`src/rtl/gpio_data_pkg.sv`:
```
package gpio_data_pkg;
  localparam logic [7:0] OFS_DATA = 8'h00;
  localparam logic [7:0] OFS_SET  = 8'h04;
  localparam logic [7:0] OFS_CLR  = 8'h08;
  localparam logic [7:0] OFS_TGL  = 8'h0C;
  localparam logic [7:0] OFS_IN   = 8'h10;

  typedef enum logic [2:0] {
    SEL_NONE,
    SEL_DATA,
    SEL_SET,
    SEL_CLR,
    SEL_TGL,
    SEL_IN
  } reg_sel_e;
endpackage

```
`src/rtl/gpio_reg_decode.sv`:
```
module gpio_reg_decode
  import gpio_data_pkg::*;
#(
  parameter int unsigned ADDR_W = 8
) (
  input  logic [ADDR_W-1:0] addr_i,
  output reg_sel_e          sel_o
);
  localparam logic [ADDR_W-1:0] A_DATA = ADDR_W'(OFS_DATA);
  localparam logic [ADDR_W-1:0] A_SET  = ADDR_W'(OFS_SET);
  localparam logic [ADDR_W-1:0] A_CLR  = ADDR_W'(OFS_CLR);
  localparam logic [ADDR_W-1:0] A_TGL  = ADDR_W'(OFS_TGL);
  localparam logic [ADDR_W-1:0] A_IN   = ADDR_W'(OFS_IN);

  always_comb begin
    sel_o = SEL_NONE;
    if      (addr_i == A_DATA) sel_o = SEL_DATA;
    else if (addr_i == A_SET)  sel_o = SEL_SET;
    else if (addr_i == A_CLR)  sel_o = SEL_CLR;
    else if (addr_i == A_TGL)  sel_o = SEL_TGL;
    else if (addr_i == A_IN)   sel_o = SEL_IN;
  end
endmodule

```
`src/rtl/gpio_out_latch.sv`:
```
module gpio_out_latch
  import gpio_data_pkg::*;
#(
  parameter int unsigned NUM_PINS = 32
) (
  input  logic                clk_i,
  input  logic                rst_ni,
  input  logic                wr_en_i,
  input  reg_sel_e            sel_i,
  input  logic [NUM_PINS-1:0] wdata_i,
  output logic [NUM_PINS-1:0] q_o
);
  logic [NUM_PINS-1:0] q_d;

  always_comb begin
    q_d = q_o;
    if (wr_en_i) begin
      case (sel_i)
        SEL_DATA: q_d = wdata_i;
        SEL_SET:  q_d = q_o | wdata_i;
        SEL_CLR:  q_d = q_o & ~wdata_i;
        SEL_TGL:  q_d = q_o ^ wdata_i;
        default:  q_d = q_o;
      endcase
    end
  end

  always_ff @(posedge clk_i or negedge rst_ni) begin
    if (!rst_ni) q_o <= '0;
    else         q_o <= q_d;
  end

  AST_DATA_LOAD: assert property (@(posedge clk_i) disable iff (!rst_ni)
    (wr_en_i && sel_i == SEL_DATA) |=> q_o == $past(wdata_i));
  AST_SET_MASK: assert property (@(posedge clk_i) disable iff (!rst_ni)
    (wr_en_i && sel_i == SEL_SET) |=>
      ((q_o & $past(wdata_i)) == $past(wdata_i)) &&
      ((q_o & ~$past(wdata_i)) == ($past(q_o) & ~$past(wdata_i))));
  AST_CLR_MASK: assert property (@(posedge clk_i) disable iff (!rst_ni)
    (wr_en_i && sel_i == SEL_CLR) |=>
      ((q_o & $past(wdata_i)) == '0) &&
      ((q_o & ~$past(wdata_i)) == ($past(q_o) & ~$past(wdata_i))));
  AST_TGL_MASK: assert property (@(posedge clk_i) disable iff (!rst_ni)
    (wr_en_i && sel_i == SEL_TGL) |=> (q_o ^ $past(q_o)) == $past(wdata_i));
  AST_HOLD_OTHER: assert property (@(posedge clk_i) disable iff (!rst_ni)
    (!wr_en_i || sel_i == SEL_IN || sel_i == SEL_NONE) |=> $stable(q_o));
endmodule

```
`src/rtl/gpio_in_sync.sv`:
```
module gpio_in_sync #(
  parameter int unsigned NUM_PINS = 32,
  parameter int unsigned STAGES   = 2
) (
  input  logic                clk_i,
  input  logic                rst_ni,
  input  logic [NUM_PINS-1:0] pad_i,
  output logic [NUM_PINS-1:0] sync_o
);
  logic [NUM_PINS-1:0] stage_q [STAGES];

  for (genvar s = 0; s < STAGES; s++) begin : g_stage
    always_ff @(posedge clk_i or negedge rst_ni) begin
      if (!rst_ni)     stage_q[s] <= '0;
      else if (s == 0) stage_q[s] <= pad_i;
      else             stage_q[s] <= stage_q[(s == 0) ? 0 : s-1];
    end
  end

  assign sync_o = stage_q[STAGES-1];
endmodule

```
`src/rtl/gpio_data_port.sv`:
```
module gpio_data_port
  import gpio_data_pkg::*;
#(
  parameter int unsigned NUM_PINS    = 32,
  parameter int unsigned ADDR_W      = 8,
  parameter int unsigned SYNC_STAGES = 2
) (
  input  logic                clk_i,
  input  logic                rst_ni,
  input  logic [ADDR_W-1:0]   addr_i,
  input  logic                wr_en_i,
  input  logic [NUM_PINS-1:0] wdata_i,
  input  logic                rd_en_i,
  output logic [NUM_PINS-1:0] rdata_o,
  input  logic [NUM_PINS-1:0] pad_in_i,
  output logic [NUM_PINS-1:0] pad_out_o
);
  reg_sel_e            sel;
  logic [NUM_PINS-1:0] latch_q;
  logic [NUM_PINS-1:0] in_sync;
  logic [NUM_PINS-1:0] rd_mux;

  gpio_reg_decode #(.ADDR_W(ADDR_W)) u_dec (
    .addr_i (addr_i),
    .sel_o  (sel)
  );

  gpio_out_latch #(.NUM_PINS(NUM_PINS)) u_latch (
    .clk_i   (clk_i),
    .rst_ni  (rst_ni),
    .wr_en_i (wr_en_i),
    .sel_i   (sel),
    .wdata_i (wdata_i),
    .q_o     (latch_q)
  );

  gpio_in_sync #(.NUM_PINS(NUM_PINS), .STAGES(SYNC_STAGES)) u_sync (
    .clk_i  (clk_i),
    .rst_ni (rst_ni),
    .pad_i  (pad_in_i),
    .sync_o (in_sync)
  );

  // aliases and unmapped offsets read as zero
  always_comb begin
    case (sel)
      SEL_DATA: rd_mux = latch_q;
      SEL_IN:   rd_mux = in_sync;
      default:  rd_mux = '0;
    endcase
  end

  always_ff @(posedge clk_i or negedge rst_ni) begin
    if (!rst_ni)      rdata_o <= '0;
    else if (rd_en_i) rdata_o <= rd_mux;
    else              rdata_o <= '0;
  end

  assign pad_out_o = latch_q;

  // cycles since reset, for the input-path check only
  logic [1:0] age_q;
  always_ff @(posedge clk_i or negedge rst_ni) begin
    if (!rst_ni)             age_q <= '0;
    else if (age_q != 2'd3)  age_q <= age_q + 2'd1;
  end

  AST_RD_IDLE_ZERO: assert property (@(posedge clk_i) disable iff (!rst_ni)
    !rd_en_i |=> rdata_o == '0);
  AST_ALIAS_RD_ZERO: assert property (@(posedge clk_i) disable iff (!rst_ni)
    (rd_en_i && (sel == SEL_SET || sel == SEL_CLR || sel == SEL_TGL || sel == SEL_NONE))
      |=> rdata_o == '0);
  AST_DATA_READBACK: assert property (@(posedge clk_i) disable iff (!rst_ni)
    (rd_en_i && sel == SEL_DATA) |=> rdata_o == $past(pad_out_o));

  if (SYNC_STAGES == 2) begin : g_in_chk
    AST_IN_LATENCY: assert property (@(posedge clk_i) disable iff (!rst_ni)
      (age_q == 2'd3 && rd_en_i && sel == SEL_IN) |=> rdata_o == $past(pad_in_i, 3));
  end
endmodule

```
`config.mk`:
```
export PLATFORM = sky130hd
export DESIGN_NAME = gpio_data_port
export DESIGN_NICKNAME = d
export VERILOG_FILES = /design/src/rtl/gpio_data_pkg.sv /design/src/rtl/gpio_reg_decode.sv /design/src/rtl/gpio_out_latch.sv /design/src/rtl/gpio_in_sync.sv /design/src/rtl/gpio_data_port.sv
export SDC_FILE = /design/constraint.sdc
export NUM_CORES = 1
export LEC_CHECK = 0
export BUFFER_PORTS_ARGS = -buffer_cell sky130_fd_sc_hd__clkbuf_2
export CAP_MARGIN = 10
export CELL_PAD_IN_SITES_DETAIL_PLACEMENT = 1
export CELL_PAD_IN_SITES_GLOBAL_PLACEMENT = 1
export CORE_ASPECT_RATIO = 2
export CORE_MARGIN = 10
export CORE_UTILIZATION = 40
export CTS_CLUSTER_SIZE = 10
export DETAILED_ROUTE_END_ITERATION = 8
export HOLD_SLACK_MARGIN = 0.12
export PLACE_DENSITY_LB_ADDON = 0.1
export SYNTH_ARGS = -nofsm -noshare
export SYNTH_HDL_FRONTEND = slang
export SYNTH_SLANG_ARGS = --single-unit
```
`constraint.sdc`:
```
create_clock -name clk_i -period 1.87 [get_ports clk_i]
set_clock_uncertainty 0.1 [all_clocks]
set_input_delay 0.561 -clock clk_i [delete_from_list [all_inputs] [get_ports clk_i]]
set_output_delay 0.561 -clock clk_i [all_outputs]
set_load 0.01 [all_outputs]
```
==> impl_metrics.toml, run 1 <==
[yosys]
synth_top_area_share_pct = 51.74
seq_area_frac_synth_pct = 51.74
synthArstFlopShare_pct = 100.0
syn_area_um2 = 6191
ys_ff_latch = 128
yosys-top-cells-count = "dfrtp_1, inv_1, ha_1"
syn_area_per_cell_um2 = 14.07
ys_types = 17
synthCells = 440
synthesis.nets = 580
synthTopCellsByArea = "dfrtp_1, ha_1, mux4_2"
yosysTopAreaCell = "dfrtp_1"
ys_warn_count = 0
synth_edf_count = 0
synth-main-ff-cell = "dfrtp_1"
synth.most_common_cell = "dfrtp_1"

[sta]
timing.final.crit_period_ps = 1758
setup_tns_ps = 0
fmax_mhz = 568.7
worst_hold_slack_ps = 153.4
worst_pin_slew_ps = 659.6
finalHoldViolCount = 0
post-route-period-util_pct = 94.03
setup_violations = 0
rsz0062_at_grt = "false"
relSlewSlack_pct = 56.03
report.final.slew_viol_count = 0

[critical_path]
crit_end = "u_latch.q_o[28]$_DFFE_PN0P_"
crit_start = "u_latch.q_o[28]$_DFFE_PN0P_"
cp_max_fo = 5
worstRegToRegCells = 4
critPathCaptureType = "flip-flop"
startpoint_type = "flip-flop"
worst-r2r-setup-slack_ps = 110
r2r-end = "u_latch.q_o[28]$_DFFE_PN0P_"
crit_type = "flip-flop to flip-flop"
regToRegStartpoint = "u_latch.q_o[28]$_DFFE_PN0P_"
crit_required_ps = 2070
arrival_ps = 1950

[clocking]
clk_path_buf_depth = 2
cts_htree_levels = 4
cts_root_buf = "clkbuf_16"
cts_tree = "done"
cts-resized-gates = 0
clk_latency_ps = 410
clk_pin_slew_ps = 50
cts.sinks = 128
numCtsBuffers = 17

[placement]
place.gp.congestion = 0.7402
dp_hpwl_um = 10940
dp.cells = 787
io_buffers = 139

[final_layout]
nets = 749
drive_gt1_share_pct = 40.65
area_growth_pct = 27.55
diodes = 0
fill_cells = 1602
finalNonFillerCells = 818
fin_util_pct = 51.90

[global_route]
grt_pass1_wl_um = 24060
grt-ovfl-total = 0
grt_usage_pct = 14.76
grt_start_max_net_pins = 38
grt_pass1_vias = 4520
antenna_found_initial = 0

[hold_path]
hp-class = "primary input to flip-flop"
hp-start = "pad_in_i[29]"

[routing]
vias = 3844
wire_per_inst_um = 17.84
drc = 0
drt-initial-drc-count = 71
wirelength_um = 14600
via_per_inst = 4.699
firstDrtPassIters = 3
ant_nets = 0

[run]
max-cap-violations = 0

[die]
rows = 64
start_util_pct = 40.69
dieArea_um2 = 21160
die_w_um = 108.0
die_h_um = 195.9
ioPinCount = 140
core-area_um2 = 15210

[outcome]
status = "complete, no violations"

[pwr]
finalPower_w = 0.007416
ir_worst_vdd_mv = 0.6449
power.density_nw_per_um2 = 939.1
p_leak_nw = 4.229
==> cell families (layout without fill, tap and decap cells) <==
family                     count (synthesis)  after routing  synth area share, %
buffers and inverters                    115            295                8.468
adders and majority gates                 64             64                12.93
and+or+nand+nor                           37             37                2.405
muxes                                     96             96                24.45
DFF                                      128            128                51.74
==> stage by stage <==
| stage | worst slack [ps] | cell area (um^2) |
|---|---|---|
| floorplan | 46.27 | 6191 |
| global placement | -103.7 | 7308 |
| detailed placement | -163.2 | 7308 |
| CTS | 79.69 | 7896 |
| global route | 43.00 | 7896 |
| finish | 111.6 | 7896 |
==> critical path, cell delays in order, from the launching register on <==
cell     delay (ps)
dfrtp_1         440
inv_1            80
ha_1            270
mux4_2          480
mux2_4          270
==> layout make-up <==
cell class | count | area (um^2) | share of cell area [%]
repair buffers | 169 | 1042 | 13.20
well taps | 198 | 247.7 | 3.137
clock buffers | 23 | 467.9 | 5.926
multi-input cells | 197 | 2465 | 31.22
flip-flops and latches | 128 | 3203 | 40.56
inverters | 96 | 360.3 | 4.563
clock inverters | 7 | 110.1 | 1.394
==> state kept, by name, indices dropped and copies added, names as in the netlist <==
signal and count:
rdata_o 32, u_sync.stage_q 32, u_sync.sync_o 32, u_latch.q_o 32
==> routing by layer <==
metal	global-route usage (%)	wire length, um	part of all wire (%)
met5	0	0	0
met4	5.871	150	1.0
met3	4.563	827	5.7
met2	25.47	7861	54
met1	16.21	5756	39
==> worst min path at each step <==
stage / endpoint / slack, ps / cells past startpoint
finish: u_sync.stage_q[61]$_DFF_PN0_ / 150 / 1
global route: u_sync.stage_q[62]$_DFF_PN0_ / 130 / 1
CTS: u_sync.stage_q[62]$_DFF_PN0_ / 130 / 1
detailed placement: u_sync.sync_o[17]$_DFF_PN0_ / 240 / 0
global placement: u_sync.sync_o[16]$_DFF_PN0_ / 230 / 0
floorplan: rdata_o[0]$_DFF_PN0_ / 170 / 0
==> placed cells by master (no fill, tap or decap), types with 6 or more instances in the layout <==
cell / instances
mux2_4: 24
mux4_2: 26
inv_1: 96
mux2_2: 7
clkbuf_2: 138
clkbuf_16: 17
nor2_1: 34
mux2i_1: 32
buf_4: 20
mux4_1: 6
dfrtp_1: 128
ha_1: 64
buf_12: 9
==> report_power, final <==
part	switching, W	total (W)	internal [W]
clock	0.00113	0.00327	0.00214
combinational	0.000477	0.00105	0.000577
sequential	0.000152	0.00309	0.00294
==> what timing repair did <==
action,CTS,global route
hold endpoints to repair,32,0
endpoints found under the setup margin,0,0
setup buffers,0,0
hold buffers,1,0
No activity file was read; power rests on OpenSTA's default activity.
==> run 2: changes to the inputs <==
--- a/config.mk
+++ b/config.mk
@@ -6,10 +6,9 @@
 export NUM_CORES = 1
 export LEC_CHECK = 0
 export BUFFER_PORTS_ARGS = -buffer_cell sky130_fd_sc_hd__clkbuf_2
-export CAP_MARGIN = 10
+export CAP_MARGIN = 0
 export CELL_PAD_IN_SITES_DETAIL_PLACEMENT = 1
 export CELL_PAD_IN_SITES_GLOBAL_PLACEMENT = 1
-export CORE_ASPECT_RATIO = 2
 export CORE_MARGIN = 10
 export CORE_UTILIZATION = 40
 export CTS_CLUSTER_SIZE = 10
==> run 2 against run 1 <==
Register-to-register slack is essentially flat. Critical path type is now flip-flop to primary output. Utilization increased by 0.65 points. Non-clock buffer count increased by 1. Clock power rose by 13%. Die area is 1.4% lower. Final cell count fell by 0.73%. Largest cell class unchanged. Fmax shrank 0.60%. Routed wire length grew 4.5%. Highest routed layer unchanged. Largest power group unchanged. Worst hold slack got worse by 9.5 ps. Cell area rose by 1.2%.
==> impl_metrics.toml, run 2 (synthesis results as in run 1) <==
[sta]
report.final.slew_viol_count = 0
worst_pin_slew_ps = 273.6
setup_tns_ps = 0
setup_violations = 0
relSlewSlack_pct = 81.76
fmax_mhz = 565.3
finalHoldViolCount = 0
layout_setup_ws_ps = 100.9
timing.final.crit_period_ps = 1769
rsz0062_at_grt = "false"
worst_hold_slack_ps = 143.8
post-route-period-util_pct = 94.60

[placement]
post-place-ws_ps = -137.0
place.gp.congestion = 0.7656
dp_hpwl_um = 11090
io_buffers = 139

[pwr]
finalPower_w = 0.007841
combPwrFrac_pct = 13.9
p_int_w = 0.005991
switching_share_pct = 23.60
power.density_nw_per_um2 = 981.5
seqPwrFrac_pct = 39.2
p_leak_nw = 4.271
power.share.clock_pct = 46.9
netSwitchingPower_w = 0.001850
ir_worst_vdd_mv = 0.6573

[global_route]
met3_usage_pct = 6.199
grt_usage_pct = 15.59
met1_usage_pct = 17.20
antenna_found_initial = 1
grt_pass1_vias = 4641
grt-ovfl-total = 0
met2_usage_pct = 27.16
globalRoute.busiestLayer = "met2"
grt_pass1_wl_um = 24520
grt_start_max_net_pins = 48

[clocking]
numCtsBuffers = 17
clk_pin_slew_ps = 60
cts.sinks = 128
clk_latency_ps = 420
cts_root_buf = "clkbuf_16"
cts_htree_levels = 4
cts-resized-gates = 0
clk_path_buf_depth = 2
cts_tree = "done"

[die]
die_h_um = 144.4
dieArea_um2 = 20850
ioPinCount = 140
die_w_um = 144.4
start_util_pct = 40.72
core-area_um2 = 15200
rows = 45

[hold_path]
min_path_cells = 1
hp-class = "primary input to flip-flop"

[final_layout]
final_common_cell = "clkbuf_2"
nets = 750
fin_util_pct = 52.55
layout_common_cells = "clkbuf_2, dfrtp_1, inv_1"
drive_gt1_share_pct = 40.93
area_growth_pct = 29.04

[routing]
drc = 0
firstDrtPassIters = 4
wirelength_um = 15250
drt-initial-drc-count = 138
vias = 3896
ant_nets = 0
via_per_inst = 4.798
wire_per_inst_um = 18.78

[critical_path]
startpoint_type = "flip-flop"
arrival_ps = 1110
crit_type = "flip-flop to primary output"
cp_max_fo = 3
worstRegToRegCells = 4
critPathCaptureType = "primary output"
crit_required_ps = 1210

[run]
max-cap-violations = 0

[outcome]
status = "complete, no violations"
-- run 2: cell count changes in the layout (fill, tap and decap cells not counted), sizes merged --
cell / before / now
bufinv: 3 / 5
diode: 0 / 1
clkinvlp: 0 / 1
clkbuf: 161 / 160
dlygate4sd3: 1 / 3
buf: 30 / 29
-- run 2: critical path, stage by stage (launching register included) --
cell,delay [ps]
dfrtp_1,410
buf_4,160
clkbuf_2,120
-- run 2: worst paths after layout --
kind                                               from                            to  slack, ps
max in group asynchronous                        rst_ni         rdata_o[22]$_DFF_PN0_        680
setup reg to reg            u_latch.q_o[19]$_DFFE_PN0P_   u_latch.q_o[19]$_DFFE_PN0P_        110
setup / recovery            u_latch.q_o[27]$_DFFE_PN0P_                 pad_out_o[27]        100
min in group asynchronous                        rst_ni         rdata_o[27]$_DFF_PN0_        470
hold reg to reg            u_sync.stage_q[46]$_DFF_PN0_   u_sync.sync_o[14]$_DFF_PN0_        240
hold / removal                             pad_in_i[29]  u_sync.stage_q[61]$_DFF_PN0_        140
-- run 2: layout make-up --
class,instances,area [um^2]
Timing Repair Buffer,170,1067
Clock buffer,22,474.2
Sequential cell,128,3203
Multi-Input combinational cell,197,2465
Fill cell,1551,7213
Antenna cell,1,2.502
Clock inverter,10,181.4
Tap cell,188,235.2
Inverter,96,360.3
-- run 2: power groups by stage --
stage	registers [W]	logic [W]	clock network [W]
global route	0.00311	0.00123	0.00390
floorplan	0.00314	0.000573	0
finish	0.00308	0.00109	0.00368
detailed placement	0.00313	0.00110	0
CTS	0.00308	0.00113	0.00377
global placement	0.00312	0.00103	0
-- run 2: layer usage --
| metal | up-vias | wire length (um) |
|---|---|---|
| met4 | 0 | 170 |
| met1 | 2022 | 6076 |
| met5 | - | 0 |
| met2 | 86 | 7975 |
| met3 | 12 | 1029 |
| li1 | 1776 | - |
-- run 2: what timing repair did --
action / in CTS / in global routing
hold endpoints to repair: 18 / 1
buffers inserted: 0 / 0
hold buffers: 2 / 1
-- run 2: metrics by stage --
step | area [um^2] | std cells
global route | 7986 | 811
global placement | 7301 | 776
floorplan | 6191 | 440
finish | 7989 | 812
CTS | 7976 | 810
detailed placement | 7301 | 776
==> run 3: changes to the inputs <==
--- a/config.mk
+++ b/config.mk
@@ -7,14 +7,12 @@
 export LEC_CHECK = 0
 export BUFFER_PORTS_ARGS = -buffer_cell sky130_fd_sc_hd__clkbuf_2
 export CAP_MARGIN = 0
-export CELL_PAD_IN_SITES_DETAIL_PLACEMENT = 1
-export CELL_PAD_IN_SITES_GLOBAL_PLACEMENT = 1
 export CORE_MARGIN = 10
 export CORE_UTILIZATION = 40
 export CTS_CLUSTER_SIZE = 10
 export DETAILED_ROUTE_END_ITERATION = 8
 export HOLD_SLACK_MARGIN = 0.12
-export PLACE_DENSITY_LB_ADDON = 0.1
+export PLACE_DENSITY = 0.65
 export SYNTH_ARGS = -nofsm -noshare
 export SYNTH_HDL_FRONTEND = slang
 export SYNTH_SLANG_ARGS = --single-unit
==> run 3 against run 2 <==
Non-clock buffer count fell by 12. Via count decreased by 3.1%. First-iteration DRC count decreased by 5.1%. Clock-buffer cell count fell by 4. Combinational power down 9%. Cell area fell by 2.5%. Critical endpoint is now u_latch.q_o[7]$_DFFE_PN0P_. Highest routed layer unchanged.
==> impl_metrics.toml, run 3 (synthesis results as in run 1) <==
[sta]
report.final.slew_viol_count = 0
worst_hold_slack_ps = 148.6
rsz0062_at_grt = "false"
post-route-period-util_pct = 93.65
timing.final.crit_period_ps = 1751
finalHoldViolCount = 0
setup_tns_ps = 0
worst_pin_slew_ps = 393.5
setup_violations = 0
fmax_mhz = 571.0
relSlewSlack_pct = 73.77

[critical_path]
crit_required_ps = 2070
arrival_ps = 1950
cp_cell_sequence = "inv_1 > ha_1 > mux4_2 > mux2_4"
startpoint_type = "flip-flop"
critPathCaptureType = "flip-flop"
crit_slowest_cell = "mux4_2"
cp_max_fo = 5
critical-path-max-stage-delay_ps = 480
crit_type = "flip-flop to flip-flop"

[clocking]
numCtsBuffers = 17
clk_latency_ps = 410
cts_tree = "done"
clk_path_buf_depth = 2
cts_setup_buffers = 0
clk_pin_slew_ps = 60
cts_root_buf = "clkbuf_16"
cts_htree_levels = 4
cts-resized-gates = 0
cts.sinks = 128

[global_route]
grt_start_max_net_pins = 71
grt_pass1_vias = 4335
antenna_found_initial = 0
grt_usage_pct = 13.80
grt_pass1_wl_um = 22310
grt-ovfl-total = 0

[final_layout]
regArea_um2 = 3203
postLayoutCellArea_um2 = 7789
multi_input_area_um2 = 2465
nets = 738
drive_gt1_share_pct = 40.43
fill_cells = 1309
area_growth_pct = 25.81
finalNonFillerCells = 799
final_common_cell = "clkbuf_2"
diodes = 0
fin_util_pct = 51.23
layout_common_cells = "clkbuf_2, dfrtp_1, inv_1"

[placement]
dp.cells = 766
placed_cell_area_um2 = 7197
place.gp.congestion = 0.7462
dp_hpwl_um = 9688
io_buffers = 139

[routing]
firstDrtPassIters = 4
wirelength_um = 13170
drc = 0
via_per_inst = 4.725
wire_per_inst_um = 16.49
drt-initial-drc-count = 131
ant_nets = 0
vias = 3775

[die]
die_h_um = 144.4
start_util_pct = 40.72
die_w_um = 144.4
core-area_um2 = 15200
ioPinCount = 140
rows = 45
dieArea_um2 = 20850

[pwr]
power.density_nw_per_um2 = 938.2
p_leak_nw = 4.149
ir_worst_vdd_mv = 0.9823

[run]
max-cap-violations = 0

[outcome]
status = "complete, no violations"

[hold_path]
hp-class = "primary input to flip-flop"
==> run 3: cell count changes in the layout (fill, tap and decap cells not counted), sizes merged <==
cell / change
diode: -1
clkbuf: -4
buf: -10
dlygate4sd3: -2
clkinv: +2
clkinvlp: +5
bufinv: -3
==> run 3: repair_timing <==
item | 4_1_cts | 5_1_grt
hold endpoints to repair | 128 | 0
setup endpoints to repair | 0 | 0
hold buffers | 1 | 0
==> run 3: cell type report <==
cell class              instances  area share [%]
flip-flops and latches        128           41.12
multi-input cells             197           31.65
clock buffers                  18           5.639
well taps                     188           3.020
clock inverters                14           1.831
inverters                      96           4.627
repair buffers                158           12.11
==> run 3: per-layer routing <==
layer | GRT usage (%) | up-vias | routed length, um
li1 | - | 1745 | -
met1 | 15.79 | 1906 | 5456
met2 | 22.06 | 108 | 6377
met3 | 6.297 | 16 | 1129
met4 | 5.479 | 0 | 209
met5 | 0 | - | 0
==> run 3: critical path, delay by kind of cell, from the launching register on <==
family,cells,cell delay (ps)
adders and majority gates,1,280
muxes,2,750
buffers and inverters,1,70
DFF,1,430
==> run 3: worst paths after layout <==
kind / to / slack (ps) / start / depth (start not counted)
worst max-delay path: u_latch.q_o[7]$_DFFE_PN0P_ / 120 / u_latch.q_o[7]$_DFFE_PN0P_ / 4
worst min-delay path: u_sync.stage_q[61]$_DFF_PN0_ / 150 / pad_in_i[29] / 1
worst max register to register: u_latch.q_o[7]$_DFFE_PN0P_ / 120 / u_latch.q_o[7]$_DFFE_PN0P_ / 4
worst min register to register: u_sync.sync_o[0]$_DFF_PN0_ / 250 / u_sync.stage_q[32]$_DFF_PN0_ / 0
max in group asynchronous: u_sync.sync_o[21]$_DFF_PN0_ / 720 / rst_ni / 3
min in group asynchronous: u_sync.stage_q[37]$_DFF_PN0_ / 580 / rst_ni / 3
==> run 3: metrics by stage <==
step                      total power, W  setup slack [ps]
after floorplan                 0.003714             46.27
after global placement          0.004070            -99.07
after detailed placement        0.004150            -148.7
after CTS                       0.007420             93.40
after global routing            0.007684             46.90
final                           0.007307             118.7
==> run 3: where the power goes <==
group / switching, W / internal, W
logic: 0.000447 / 0.000547
registers: 0.000152 / 0.00293
clock network: 0.00124 / 0.00199
